### config.mk
export PLATFORM = sky130hd
export DESIGN_NAME = i2c_irq_status
export DESIGN_NICKNAME = d
export VERILOG_FILES = /design/src/rtl/i2c_sts_pkg.sv /design/src/rtl/i2c_alert_edge.sv /design/src/rtl/i2c_addr_capture.sv /design/src/rtl/i2c_flag_bank.sv /design/src/rtl/i2c_irq_status.sv
export SDC_FILE = /design/constraint.sdc
export NUM_CORES = 1
export LEC_CHECK = 0
export BUFFER_PORTS_ARGS = -buffer_cell sky130_fd_sc_hd__buf_2
export CAP_MARGIN = 10
export CORE_MARGIN = 3
export CORE_UTILIZATION = 31
export CTS_CLUSTER_SIZE = 14
export DETAILED_ROUTE_END_ITERATION = 16
export GPL_TIMING_DRIVEN = 1
export PLACE_DENSITY = 0.85
export SLEW_MARGIN = 10
export SYNTH_ARGS = -nofsm -noshare
export SYNTH_HDL_FRONTEND = slang
export SYNTH_HIERARCHICAL = 1
export SYNTH_SLANG_ARGS = --single-unit
### constraint.sdc
create_clock -name clk -period 1.2 [get_ports clk]
set_input_delay 0 -clock clk [delete_from_list [all_inputs] [get_ports clk]]
set_output_delay 0 -clock clk [all_outputs]
set_load 0.05 [all_outputs]
### src/rtl/i2c_sts_pkg.sv
package i2c_sts_pkg;
    localparam int FLAG_W  = 16;
    localparam int B_TXE   = 0;
    localparam int B_TXREQ = 1;
    localparam int B_RXNE  = 2;
    localparam int B_ADDR  = 3;
    localparam int B_NACK  = 4;
    localparam int B_STOP  = 5;
    localparam int B_TC    = 6;
    localparam int B_TCR   = 7;
    localparam int B_BERR  = 8;
    localparam int B_ARLO  = 9;
    localparam int B_OVR   = 10;
    localparam int B_PEC   = 11;
    localparam int B_TMO   = 12;
    localparam int B_ALERT = 13;
    localparam int B_BUSY  = 15;

    // positions a clear command may touch
    localparam logic [FLAG_W-1:0] W1C_MASK = 16'h3F38;
    // positions that exist only with the SMBus option
    localparam logic [FLAG_W-1:0] SMB_MASK = 16'h3800;
    localparam logic [FLAG_W-1:0] OFF_VAL  = 16'h0001;

    typedef struct packed {
        logic [FLAG_W-1:0] flags;
    } bank_st_t;

    typedef struct packed {
        logic dir;
        logic [6:0] code;
    } cap_st_t;
endpackage

### src/rtl/i2c_alert_edge.sv
module i2c_alert_edge (
    input  logic clk,
    input  logic rst_n,
    input  logic alert_n,
    output logic fall_o
);
    logic level_d, level_q;

    always_comb begin
        level_d = alert_n;
        fall_o  = level_q & ~alert_n;
    end

    always_ff @(posedge clk or negedge rst_n) begin
        if (!rst_n) level_q <= 1'b1;
        else        level_q <= level_d;
    end
endmodule

### src/rtl/i2c_addr_capture.sv
module i2c_addr_capture #(
    parameter int CODE_W = 7
) (
    input  logic              clk,
    input  logic              rst_n,
    input  logic              periph_en,
    input  logic              ev_addr_match,
    input  logic              addr_dir,
    input  logic [CODE_W-1:0] addr_code,
    output logic              dir_o,
    output logic [CODE_W-1:0] code_o
);
    typedef struct packed {
        logic              dir;
        logic [CODE_W-1:0] code;
    } cap_t;

    cap_t cap_d, cap_q;

    always_comb begin
        cap_d = cap_q;
        if (periph_en && ev_addr_match) begin
            cap_d.dir  = addr_dir;
            cap_d.code = addr_code;
        end
    end

    always_ff @(posedge clk or negedge rst_n) begin
        if (!rst_n) cap_q <= '0;
        else        cap_q <= cap_d;
    end

    assign dir_o  = cap_q.dir;
    assign code_o = cap_q.code;


    code_hold_chk: assert property (@(posedge clk) disable iff (!rst_n)
        !(periph_en && ev_addr_match) |=> $stable({dir_o, code_o}));

    code_load_chk: assert property (@(posedge clk) disable iff (!rst_n)
        (periph_en && ev_addr_match) |=> (code_o == $past(addr_code) && dir_o == $past(addr_dir)));
endmodule

### src/rtl/i2c_flag_bank.sv
module i2c_flag_bank
    import i2c_sts_pkg::*;
#(
    parameter bit SMBUS_EN = 1'b1
) (
    input  logic              clk,
    input  logic              rst_n,
    input  logic              periph_en,
    input  logic              no_stretch,
    input  logic              reload,
    input  logic              auto_end,
    input  logic              host_mode,
    input  logic              alert_en,
    input  logic              alert_fall,
    input  logic              ev_tx_empty,
    input  logic              ev_tx_req,
    input  logic              ev_tx_load,
    input  logic              ev_rx_full,
    input  logic              ev_rx_read,
    input  logic              ev_addr_match,
    input  logic              ev_nack,
    input  logic              ev_stop,
    input  logic              ev_count_done,
    input  logic              ev_bus_err,
    input  logic              ev_arb_lost,
    input  logic              ev_overrun,
    input  logic              ev_pec_err,
    input  logic              ev_timeout,
    input  logic              bus_start,
    input  logic              bus_stop,
    input  logic              sw_start_stop,
    input  logic              sw_count_nz,
    input  logic              clr_wr,
    input  logic [FLAG_W-1:0] clr_bits,
    input  logic              st_wr,
    input  logic [1:0]        st_bits,
    output logic [FLAG_W-1:0] flags_o
);
    localparam logic [FLAG_W-1:0] IMPL_MASK =
        SMBUS_EN ? ~16'h4000 : ~(16'h4000 | SMB_MASK);

    bank_st_t st_d, st_q;
    logic [FLAG_W-1:0] set_v, clr_v;
    logic flush, sw_req;

    always_comb begin
        flush  = st_wr & st_bits[0];
        sw_req = st_wr & st_bits[1] & no_stretch;

        set_v = '0;
        set_v[B_TXE]   = ev_tx_empty | flush;
        set_v[B_TXREQ] = ev_tx_req | sw_req;
        set_v[B_RXNE]  = ev_rx_full;
        set_v[B_ADDR]  = ev_addr_match;
        set_v[B_NACK]  = ev_nack;
        set_v[B_STOP]  = ev_stop;
        set_v[B_TC]    = ev_count_done & ~reload & ~auto_end;
        set_v[B_TCR]   = ev_count_done & reload;
        set_v[B_BERR]  = ev_bus_err;
        set_v[B_ARLO]  = ev_arb_lost;
        set_v[B_OVR]   = ev_overrun;
        set_v[B_PEC]   = ev_pec_err;
        set_v[B_TMO]   = ev_timeout;
        set_v[B_ALERT] = alert_fall & host_mode & alert_en;
        set_v[B_BUSY]  = bus_start;
        set_v = set_v & IMPL_MASK;

        clr_v = clr_wr ? (clr_bits & W1C_MASK) : '0;
        clr_v[B_TXE]   = ev_tx_load;
        clr_v[B_TXREQ] = ev_tx_load;
        clr_v[B_RXNE]  = ev_rx_read;
        clr_v[B_TC]    = sw_start_stop;
        clr_v[B_TCR]   = sw_count_nz;
        clr_v[B_BUSY]  = bus_stop;

        if (periph_en) st_d.flags = (st_q.flags & ~clr_v) | set_v;
        else           st_d.flags = OFF_VAL;
    end

    always_ff @(posedge clk or negedge rst_n) begin
        if (!rst_n) st_q.flags <= OFF_VAL;
        else        st_q       <= st_d;
    end

    assign flags_o = st_q.flags;


    off_state_chk: assert property (@(posedge clk) disable iff (!rst_n)
        !periph_en |=> (flags_o == 16'h0001));

    rx_set_chk: assert property (@(posedge clk) disable iff (!rst_n)
        (periph_en && ev_rx_full) |=> flags_o[B_RXNE]);

    txe_clr_chk: assert property (@(posedge clk) disable iff (!rst_n)
        (periph_en && ev_tx_load && !ev_tx_empty && !(st_wr && st_bits[0])) |=> !flags_o[B_TXE]);

    txreq_ign_chk: assert property (@(posedge clk) disable iff (!rst_n)
        (periph_en && !no_stretch && !ev_tx_req && !flags_o[B_TXREQ]) |=> !flags_o[B_TXREQ]);

    busy_set_chk: assert property (@(posedge clk) disable iff (!rst_n)
        (periph_en && bus_start) |=> flags_o[B_BUSY]);

    nack_win_chk: assert property (@(posedge clk) disable iff (!rst_n)
        (periph_en && ev_nack) |=> flags_o[B_NACK]);
endmodule

### src/rtl/i2c_irq_status.sv
module i2c_irq_status
    import i2c_sts_pkg::*;
#(
    parameter int REG_W    = 32,
    parameter int CODE_W   = 7,
    parameter bit SMBUS_EN = 1'b1
) (
    input  logic              clk,
    input  logic              rst_n,
    input  logic              periph_en,
    input  logic              no_stretch,
    input  logic              reload,
    input  logic              auto_end,
    input  logic              host_mode,
    input  logic              alert_en,
    input  logic              alert_n,
    input  logic              ev_tx_empty,
    input  logic              ev_tx_req,
    input  logic              ev_tx_load,
    input  logic              ev_rx_full,
    input  logic              ev_rx_read,
    input  logic              ev_addr_match,
    input  logic              addr_dir,
    input  logic [CODE_W-1:0] addr_code,
    input  logic              ev_nack,
    input  logic              ev_stop,
    input  logic              ev_count_done,
    input  logic              ev_bus_err,
    input  logic              ev_arb_lost,
    input  logic              ev_overrun,
    input  logic              ev_pec_err,
    input  logic              ev_timeout,
    input  logic              bus_start,
    input  logic              bus_stop,
    input  logic              sw_start_stop,
    input  logic              sw_count_nz,
    input  logic              clr_wr,
    input  logic [REG_W-1:0]  clr_data,
    input  logic              st_wr,
    input  logic [REG_W-1:0]  st_data,
    output logic [REG_W-1:0]  status
);
    localparam int PAD_W = REG_W - FLAG_W - 1 - CODE_W;

    logic              alert_fall;
    logic [FLAG_W-1:0] flags;
    logic              dir;
    logic [CODE_W-1:0] code;
    logic              unused_bits;

    assign unused_bits = ^{clr_data[REG_W-1:FLAG_W], st_data[REG_W-1:2]};

    i2c_alert_edge u_edge (
        .clk     (clk),
        .rst_n   (rst_n),
        .alert_n (alert_n),
        .fall_o  (alert_fall)
    );

    i2c_flag_bank #(.SMBUS_EN(SMBUS_EN)) u_bank (
        .clk           (clk),
        .rst_n         (rst_n),
        .periph_en     (periph_en),
        .no_stretch    (no_stretch),
        .reload        (reload),
        .auto_end      (auto_end),
        .host_mode     (host_mode),
        .alert_en      (alert_en),
        .alert_fall    (alert_fall),
        .ev_tx_empty   (ev_tx_empty),
        .ev_tx_req     (ev_tx_req),
        .ev_tx_load    (ev_tx_load),
        .ev_rx_full    (ev_rx_full),
        .ev_rx_read    (ev_rx_read),
        .ev_addr_match (ev_addr_match),
        .ev_nack       (ev_nack),
        .ev_stop       (ev_stop),
        .ev_count_done (ev_count_done),
        .ev_bus_err    (ev_bus_err),
        .ev_arb_lost   (ev_arb_lost),
        .ev_overrun    (ev_overrun),
        .ev_pec_err    (ev_pec_err),
        .ev_timeout    (ev_timeout),
        .bus_start     (bus_start),
        .bus_stop      (bus_stop),
        .sw_start_stop (sw_start_stop),
        .sw_count_nz   (sw_count_nz),
        .clr_wr        (clr_wr),
        .clr_bits      (clr_data[FLAG_W-1:0]),
        .st_wr         (st_wr),
        .st_bits       (st_data[1:0]),
        .flags_o       (flags)
    );

    i2c_addr_capture #(.CODE_W(CODE_W)) u_cap (
        .clk           (clk),
        .rst_n         (rst_n),
        .periph_en     (periph_en),
        .ev_addr_match (ev_addr_match),
        .addr_dir      (addr_dir),
        .addr_code     (addr_code),
        .dir_o         (dir),
        .code_o        (code)
    );

    generate
        if (PAD_W > 0) begin : g_pad
            assign status = {{PAD_W{1'b0}}, code, dir, flags};
        end else begin : g_nopad
            assign status = {code, dir, flags};
        end
    endgenerate


    smb_absent_chk: assert property (@(posedge clk) disable iff (!rst_n)
        (!SMBUS_EN && $past(periph_en)) |-> (status[13:11] == 3'b000));
endmodule

[Word level (Yosys, flattened, before mapping)]
Index checks and enable logic that the tools add are counted.
Cells by class
  multiplexer cells: 2
  bitwise logic cells: 17
  reductions and logical operators: 1
Operators with widths (number)
  bitwise AND 16 bit: 1
  two-way mux 16 bit: 1
  inverter 16 bit: 1
  bitwise OR 16 bit: 1
  two-way mux 14 bit: 1
  bitwise AND 1 bit: 9
  inverter 1 bit: 3
  bitwise OR 1 bit: 2
  logical AND 1 bit: 1
Word-level totals
  register bits: 25
  bits of input ports: 101
  output and inout port bits: 32
  word-level logic and storage cells: 24

[Logic depth before layout (Yosys ltp)]
Gate-level depths: netlist of the first run.
  word-level depth: 6
  gate-level depth with buffers: 3
  gate-level depth less buffers: 3

[Modules after synthesis]
Netlist of the first run, hierarchy kept.
By module, submodules not included
  i2c_flag_bank: instances 1, cells each 53, area each 643.1 µm², seq. area each 376.6 µm²
  i2c_addr_capture: instances 1, cells each 17, area each 296.5 µm², seq. area each 200.2 µm²
  i2c_irq_status: instances 1, cells each 10, area each 71.3 µm², seq. area each 0.0 µm²
  i2c_alert_edge: instances 1, cells each 2, area each 40.0 µm², seq. area each 26.3 µm²

[Least setup slack after synthesis of the first run]
Ideal clock, no wire load.
  path type: reg-to-reg
  start: register, netlist name u_bank/flags_o[1]
  end: register, netlist name u_bank/flags_o[1]
  setup time: 124 ps
  data arrival time: 962 ps
  data required time: 1076 ps
  path slack: 114 ps
  stages on the path, launching flop included: 3
  buffers on the path: 0
  clock period less this slack: 1086 ps
  path through: dfrtp_1 nor2b_1 o31a_1

[Worst setup path after layout of the first run]
  start: register, netlist name u_bank/flags_o[0]
  end: output status[0]
RTL lines
  end: declaration: RTL line i2c_irq_status.sv:41  | output logic [REG_W-1:0] status
No word-level cell between the ends.

==> flow_summary.json, run 1 <==
{
  "outcome": "complete, but fails checks",
  "violations": "hold timing",
  "synth-edff-count": 0,
  "core_um2": 3150,
  "post-synth-top-count-cell": "dfrtp_1",
  "dr.pass1.iters": 2,
  "nets": 286,
  "yosysUniqueCellTypes": 16,
  "num_rows": 20,
  "die_area_um2": 4120,
  "cts_sinks": 24,
  "r2r_start": "u_edge/level_q",
  "grt_antenna_before_repair": 0,
  "final_util": 0.552,
  "slew_headroom": 0.634,
  "pin_count": 133,
  "track_usage": 0.159,
  "num_vias": 995,
  "final_cells": 227,
  "die_x_um": 64.2,
  "power_density_nw_per_um2": 1110,
  "cts-buffers-inserted": 3,
  "root_buffer": "clkbuf_4",
  "synth_top_area_cell": "dfrtp_1",
  "wl_met1_mm": 1.09,
  "whs_ps": -60.1,
  "cp_slowest_stage_delay_ps": 550,
  "clkLatencyLatePin_ps": 300,
  "clk_pin_slew_worst_paths_ps": 120,
  "dp.cells": 193,
  "leakagePower_nw": 0.883,
  "ir_drop_uv": 661,
  "worstPathArrival_ps": 1110,
  "clock_skew_ps": 0.392,
  "synth_area_leaders": "dfrtp_1 52%, mux2_2 8.6%, o21a_1 8.6%",
  "synth-async-reset-ratio": 1.00,
  "rsz0062_at_grt": "no",
  "wl_met2_mm": 1.52,
  "antenna_cells": 0,
  "reg2reg_to": "u_bank/flags_o[13]",
  "holdPathStages": 3,
  "avgSynthCellArea_um2": 12.8,
  "vias_per_cell": 4.38,
  "cp-endpoint": "status[0]",
  "worst-path-stages": 1,
  "rr_worst_depth": 3,
  "endpoint_kind": "output port",
  "hold_viol_final": 1,
  "cts_tree": "built",
  "setup_slack_ps": 87.2,
  "portBuffers": 70,
  "post-route-period-util": 0.927,
  "grt-ovfl-total": 0,
  "finalSetupViolCount": 0,
  "place_congestion": 0.728,
  "top_layer_used": "met4",
  "synth.yosys.seq_area_share": 0.574,
  "r2r_setup_slack_ps": 240,
  "period_needed_ps": 1110,
  "post-place-ws_ps": 267,
  "synth_area_um2": 1050,
  "wl_met3_um": 344,
  "grt_start_max_net_pins": 25,
  "drc": 0,
  "initial_core_util": 0.333,
  "h-tree-depth": 1,
  "area_growth_pct": 65.6,
  "drt_first_iter_violations": 2,
  "synth_common_cells": "22 x dfrtp_1, 12 x o21a_1, 11 x buf_4",
  "maxCapViolCount": 0,
  "path_cells": "buf_2",
  "synthCells": 82,
  "path_delay_family": "flip-flops",
  "tightest_slew_ps": 549,
  "tns_ps": 0,
  "synthFlopType": "dfrtp_1",
  "hold_class": "in -> reg",
  "required_ps": 1200,
  "drive_gt1_frac": 0.470,
  "synth_top_area_frac": 0.524,
  "worstSetupPathType": "reg -> out",
  "crit_start": "u_bank/flags_o[0]",
  "detail_route.wl_per_cell_um": 13.2,
  "grt_pass1_vias": 1155,
  "path_max_fanout": 2,
  "dp_hpwl_mm": 1.86,
  "drtAntennaViolNets": 0,
  "die_y_um": 64.2,
  "grt_pass1_wl_mm": 5.14,
  "postCtsSetupBuffers": 0,
  "synth_seq_cells": 24,
  "wl_mm": 2.99,
  "yosys_warnings": 6,
  "cp-start-kind": "flop",
  "drv_slew": 0,
  "slowest_stage": "dfstp_2",
  "cp.buffers_inverters": 1,
  "clk_path_buf_depth": 2,
  "fmax_ghz": 0.899
}
[through the flow]
stage	total power, mW	instance area, um^2	hold WS [ps]
floorplan	1.37	1080	-296
global placement	1.52	1410	7.75
detailed placement	1.53	1410	14.7
CTS	1.96	1750	3.95
global route	2.06	1740	11.4
finish	1.94	1740	-60.1
[state kept, by name (all words and copies together), names as in the netlist]
signal          flops
u_cap/code_o        7
u_cap/dir_o         1
u_edge/level_q      1
u_bank/flags_o     15
[cells in the final DEF (no fill, tap or decap)]
cell type,n
dlygate4sd3_1,31
nand4b_1,1
dfstp_2,2
dfrtp_1,22
clkbuf_4,3
buf_2,70
a21boi_0,9
conb_1,9
and3_1,2
nor2b_4,1
nand2_2,1
nor3b_1,1
mux2_2,8
buf_4,1
o31a_1,1
a21boi_1,1
o21a_1,12
nand2b_1,2
nor2b_1,4
nand2_1,2
[area by class of cell]
type,instances,area (um^2)
timing repair buffer,102,668
fill,270,1410
multi-input combinational,54,392
sequential,24,603
tap,44,55.1
clock buffer,3,22.5
[how the worst min path moves through the flow]
stage	from	to	slack [ps]
final	st_wr	u_bank/flags_o[0]	-60
after global routing	clr_data[11]	u_bank/flags_o[11]	10
after CTS	clr_data[9]	u_bank/flags_o[9]	4
after detailed placement	rst_n	u_cap/code_o[0]	10
after global placement	rst_n	u_cap/code_o[0]	8
after floorplan	rst_n	u_bank/flags_o[10]	-300
[metal layers]
metal  up-vias  GRT usage
li1        466          -
met3         4     0.0475
met1       461      0.171
met2        64      0.292
met5         -          0
met4         0     0.0554
[what timing repair did]
action / CTS / global route
resized for setup: 0 / 1
hold buffers: 32 / 0
endpoints found under the setup margin: 0 / 2
hold endpoints to repair: 45 / 0
[logic make-up (layout without fill, tap and decap cells)]
| group | Yosys count | after routing | share of synthesized area |
|---|---|---|---|
| other | 2 | 9 | 0.00715 |
| buffers and inverters | 11 | 105 | 0.0786 |
| multiplexers | 8 | 8 | 0.0857 |
| flip-flops | 24 | 24 | 0.574 |
| AND/OR/NAND/NOR | 14 | 14 | 0.0893 |
| AO/OA/AOI/OAI | 23 | 23 | 0.165 |
[report_power, final]
part / switching (mW) / internal, mW
Sequential: 0.0340 / 0.882
Clock: 0.224 / 0.117
Combinational: 0.444 / 0.239
(Power assumes the default switching activity.)
==> run 2, diff against run 1 <==
--- a/config.mk
+++ b/config.mk
@@ -8,13 +8,12 @@
 export BUFFER_PORTS_ARGS = -buffer_cell sky130_fd_sc_hd__buf_2
 export CAP_MARGIN = 10
 export CORE_MARGIN = 3
-export CORE_UTILIZATION = 31
+export CORE_UTILIZATION = 32
 export CTS_CLUSTER_SIZE = 14
 export DETAILED_ROUTE_END_ITERATION = 16
 export GPL_TIMING_DRIVEN = 1
-export PLACE_DENSITY = 0.85
+export PLACE_DENSITY = 0.87
 export SLEW_MARGIN = 10
 export SYNTH_ARGS = -nofsm -noshare
 export SYNTH_HDL_FRONTEND = slang
-export SYNTH_HIERARCHICAL = 1
 export SYNTH_SLANG_ARGS = --single-unit
==> flow_summary.json, run 2 <==
{
  "synth.yosys.seq_area_share": 0.560,
  "hold_viol_final": 0,
  "cp.buffers_inverters": 3,
  "cp_slowest_stage_delay_ps": 540,
  "synth_seq_cells": 24,
  "synth_common_cells": "22 x dfrtp_1, 12 x o21a_1, 11 x buf_4",
  "post-route-period-util": 0.946,
  "required_ps": 1430,
  "grt_antenna_before_repair": 0,
  "p_sw_mw": 0.719,
  "dp_hpwl_mm": 1.86,
  "synth_area_um2": 1080,
  "die_area_um2": 4100,
  "slowest_stage": "dlygate4sd3_1",
  "drt_first_iter_violations": 16,
  "track_usage": 0.142,
  "worstPathArrival_ps": 1370,
  "cts_hold_buf": 32,
  "num_vias": 947,
  "ctsResizeCount": 0,
  "grt-ovfl-total": 0,
  "cts_tree": "built",
  "postCtsSetupBuffers": 0,
  "worstSetupPathType": "in -> reg",
  "path_max_fanout": 2,
  "setup_slack_ps": 65.0,
  "r2r_start": "u_edge.level_q",
  "path_cells": "dlygate4sd3_1, buf_2, nand2_1, dlygate4sd3_1, a21boi_0",
  "path_delay_family": "buffers and inverters",
  "grt_pass1_wl_mm": 4.53,
  "cp-start-kind": "primary input",
  "die_y_um": 64.0,
  "grt_pass1_vias": 1025,
  "cts_sinks": 24,
  "power_density_nw_per_um2": 1220,
  "r2r_setup_slack_ps": 310,
  "avgSynthCellArea_um2": 13.3,
  "synthCells": 81,
  "drc": 0,
  "detail_route.wl_per_cell_um": 12.2,
  "core_um2": 3130,
  "finalSetupViolCount": 0,
  "portBuffers": 70,
  "min_to": "u_bank.flags_o[10]",
  "leakagePower_nw": 0.935,
  "synth-async-reset-ratio": 1.00,
  "synthFlopType": "dfrtp_1",
  "synth_top_area_frac": 0.511,
  "area_growth_pct": 67.6,
  "drv_slew": 0,
  "synth_top_area_cell": "dfrtp_1",
  "nets": 286,
  "layout_common_cells": "70 x buf_2, 32 x dlygate4sd3_1, 22 x dfrtp_1",
  "synth_area_leaders": "dfrtp_1 51%, mux2_4 11%, o21a_1 8.4%",
  "tightest_slew_ps": 520,
  "slew_headroom": 0.653,
  "yosysUniqueCellTypes": 17,
  "post-place-ws_ps": 331,
  "holdPathStages": 3,
  "outcome": "complete, no violations",
  "multiInputGateArea_um2": 417,
  "period_needed_ps": 1140,
  "vias_per_cell": 4.15,
  "sw_frac_of_total": 0.327,
  "nFillCells": 267,
  "pwr-share-comb": 0.318,
  "p_int_mw": 1.48,
  "clkLatencyLatePin_ps": 310,
  "dr.pass1.iters": 3,
  "ff_latch_area_um2": 603,
  "final_cells": 228,
  "root_buffer": "clkbuf_4",
  "power_mw": 2.20,
  "clk_path_buf_depth": 2,
  "clock_power_share": 0.264,
  "hold_start": "clr_data[10]",
  "cts-buffers-inserted": 3,
  "post-synth-top-count-cell": "dfrtp_1",
  "layout_commonest_cell": "buf_2",
  "place_congestion": 0.649,
  "die_x_um": 64.0,
  "crit_top_cell": "dlygate4sd3_1",
  "pin_count": 133,
  "drtAntennaViolNets": 0,
  "fmax_ghz": 0.881,
  "largest_register_ffs": 15,
  "rr_worst_depth": 2,
  "reg2reg_to": "u_bank.flags_o[13]",
  "wl_mm": 2.78,
  "yosys_warnings": 0,
  "seqPwrFrac": 0.418,
  "num_rows": 20,
  "maxCapViolCount": 0,
  "dp.cells": 192,
  "drive_gt1_frac": 0.467,
  "clock_skew_ps": 0.209,
  "ir_drop_uv": 540,
  "endpoint_kind": "flop",
  "rsz0062_at_grt": "no",
  "tns_ps": 0,
  "clk_pin_slew_worst_paths_ps": 140,
  "hold_class": "in -> reg",
  "antenna_cells": 0,
  "grt_start_max_net_pins": 25,
  "h-tree-depth": 1,
  "initial_core_util": 0.344,
  "synth-edff-count": 0
}
==> run 2: cell types whose count changed after synthesis <==
cell,change
and3_1,-1
mux2_2,-8
buf_2,+1
and4b_1,+1
mux2_4,+8
conb_1,-1
nor2b_4,-1
nand2_4,+1
nand2_2,-1
==> run 2: logic make-up after synthesis <==
| group | share of synthesized area |
|---|---|
| buffers and inverters | 0.0813 |
| other | 0.00348 |
| muxes | 0.112 |
| and+or+nand+nor | 0.0825 |
| DFF | 0.560 |
| AOI/OAI and AO/OA | 0.161 |
==> run 2: cell type report <==
cell class | count | share of cell area
flip-flops and latches | 24 | 0.334
well taps | 44 | 0.0305
clock buffers | 3 | 0.0125
clock inverters | 1 | 0.0166
repair buffers | 103 | 0.376
multi-input cells | 53 | 0.231
==> run 2: routing by layer <==
metal  vias up  wire length (um)  GRT usage
met2        45              1500      0.267
met4         0                13     0.0377
li1        467                 -          -
met3         2               202     0.0316
met5         -                 0          0
met1       433              1060      0.158
==> run 2: worst max path at each step <==
stage                       from                 end  depth (start not counted)
6_report                  reload   u_bank.flags_o[7]                          5
5_1_grt        u_bank.flags_o[0]           status[0]                          1
4_1_cts        u_bank.flags_o[0]           status[0]                          1
3_5_place_dp      u_edge.level_q  u_bank.flags_o[13]                          2
3_3_place_gp      u_edge.level_q  u_bank.flags_o[13]                          2
2_1_floorplan  u_bank.flags_o[1]   u_bank.flags_o[1]                          2
==> run 2: stage by stage <==
stage | utilization | cell area (um^2) | hold slack, ps
global placement | 0.458 | 1430 | 2.80
floorplan | - | 1110 | -296
CTS | 0.577 | 1810 | 1.13
finish | 0.577 | 1810 | 3.71
global route | 0.577 | 1810 | 15.3
detailed placement | 0.458 | 1430 | 12.2
==> run 2: power groups by stage <==
stage | Combinational [mW] | Sequential (mW) | Clock (mW)
4_1_cts | 0.701 | 0.918 | 0.595
6_report | 0.700 | 0.919 | 0.582
3_5_place_dp | 0.624 | 0.931 | 0
3_3_place_gp | 0.618 | 0.929 | 0
5_1_grt | 0.742 | 0.929 | 0.626
2_1_floorplan | 0.235 | 1.16 | 0
==> run 2: tightest hold or removal path: stages <==
cell and delay (ps):
buf_2 70, a21boi_0 60, o21a_1 160
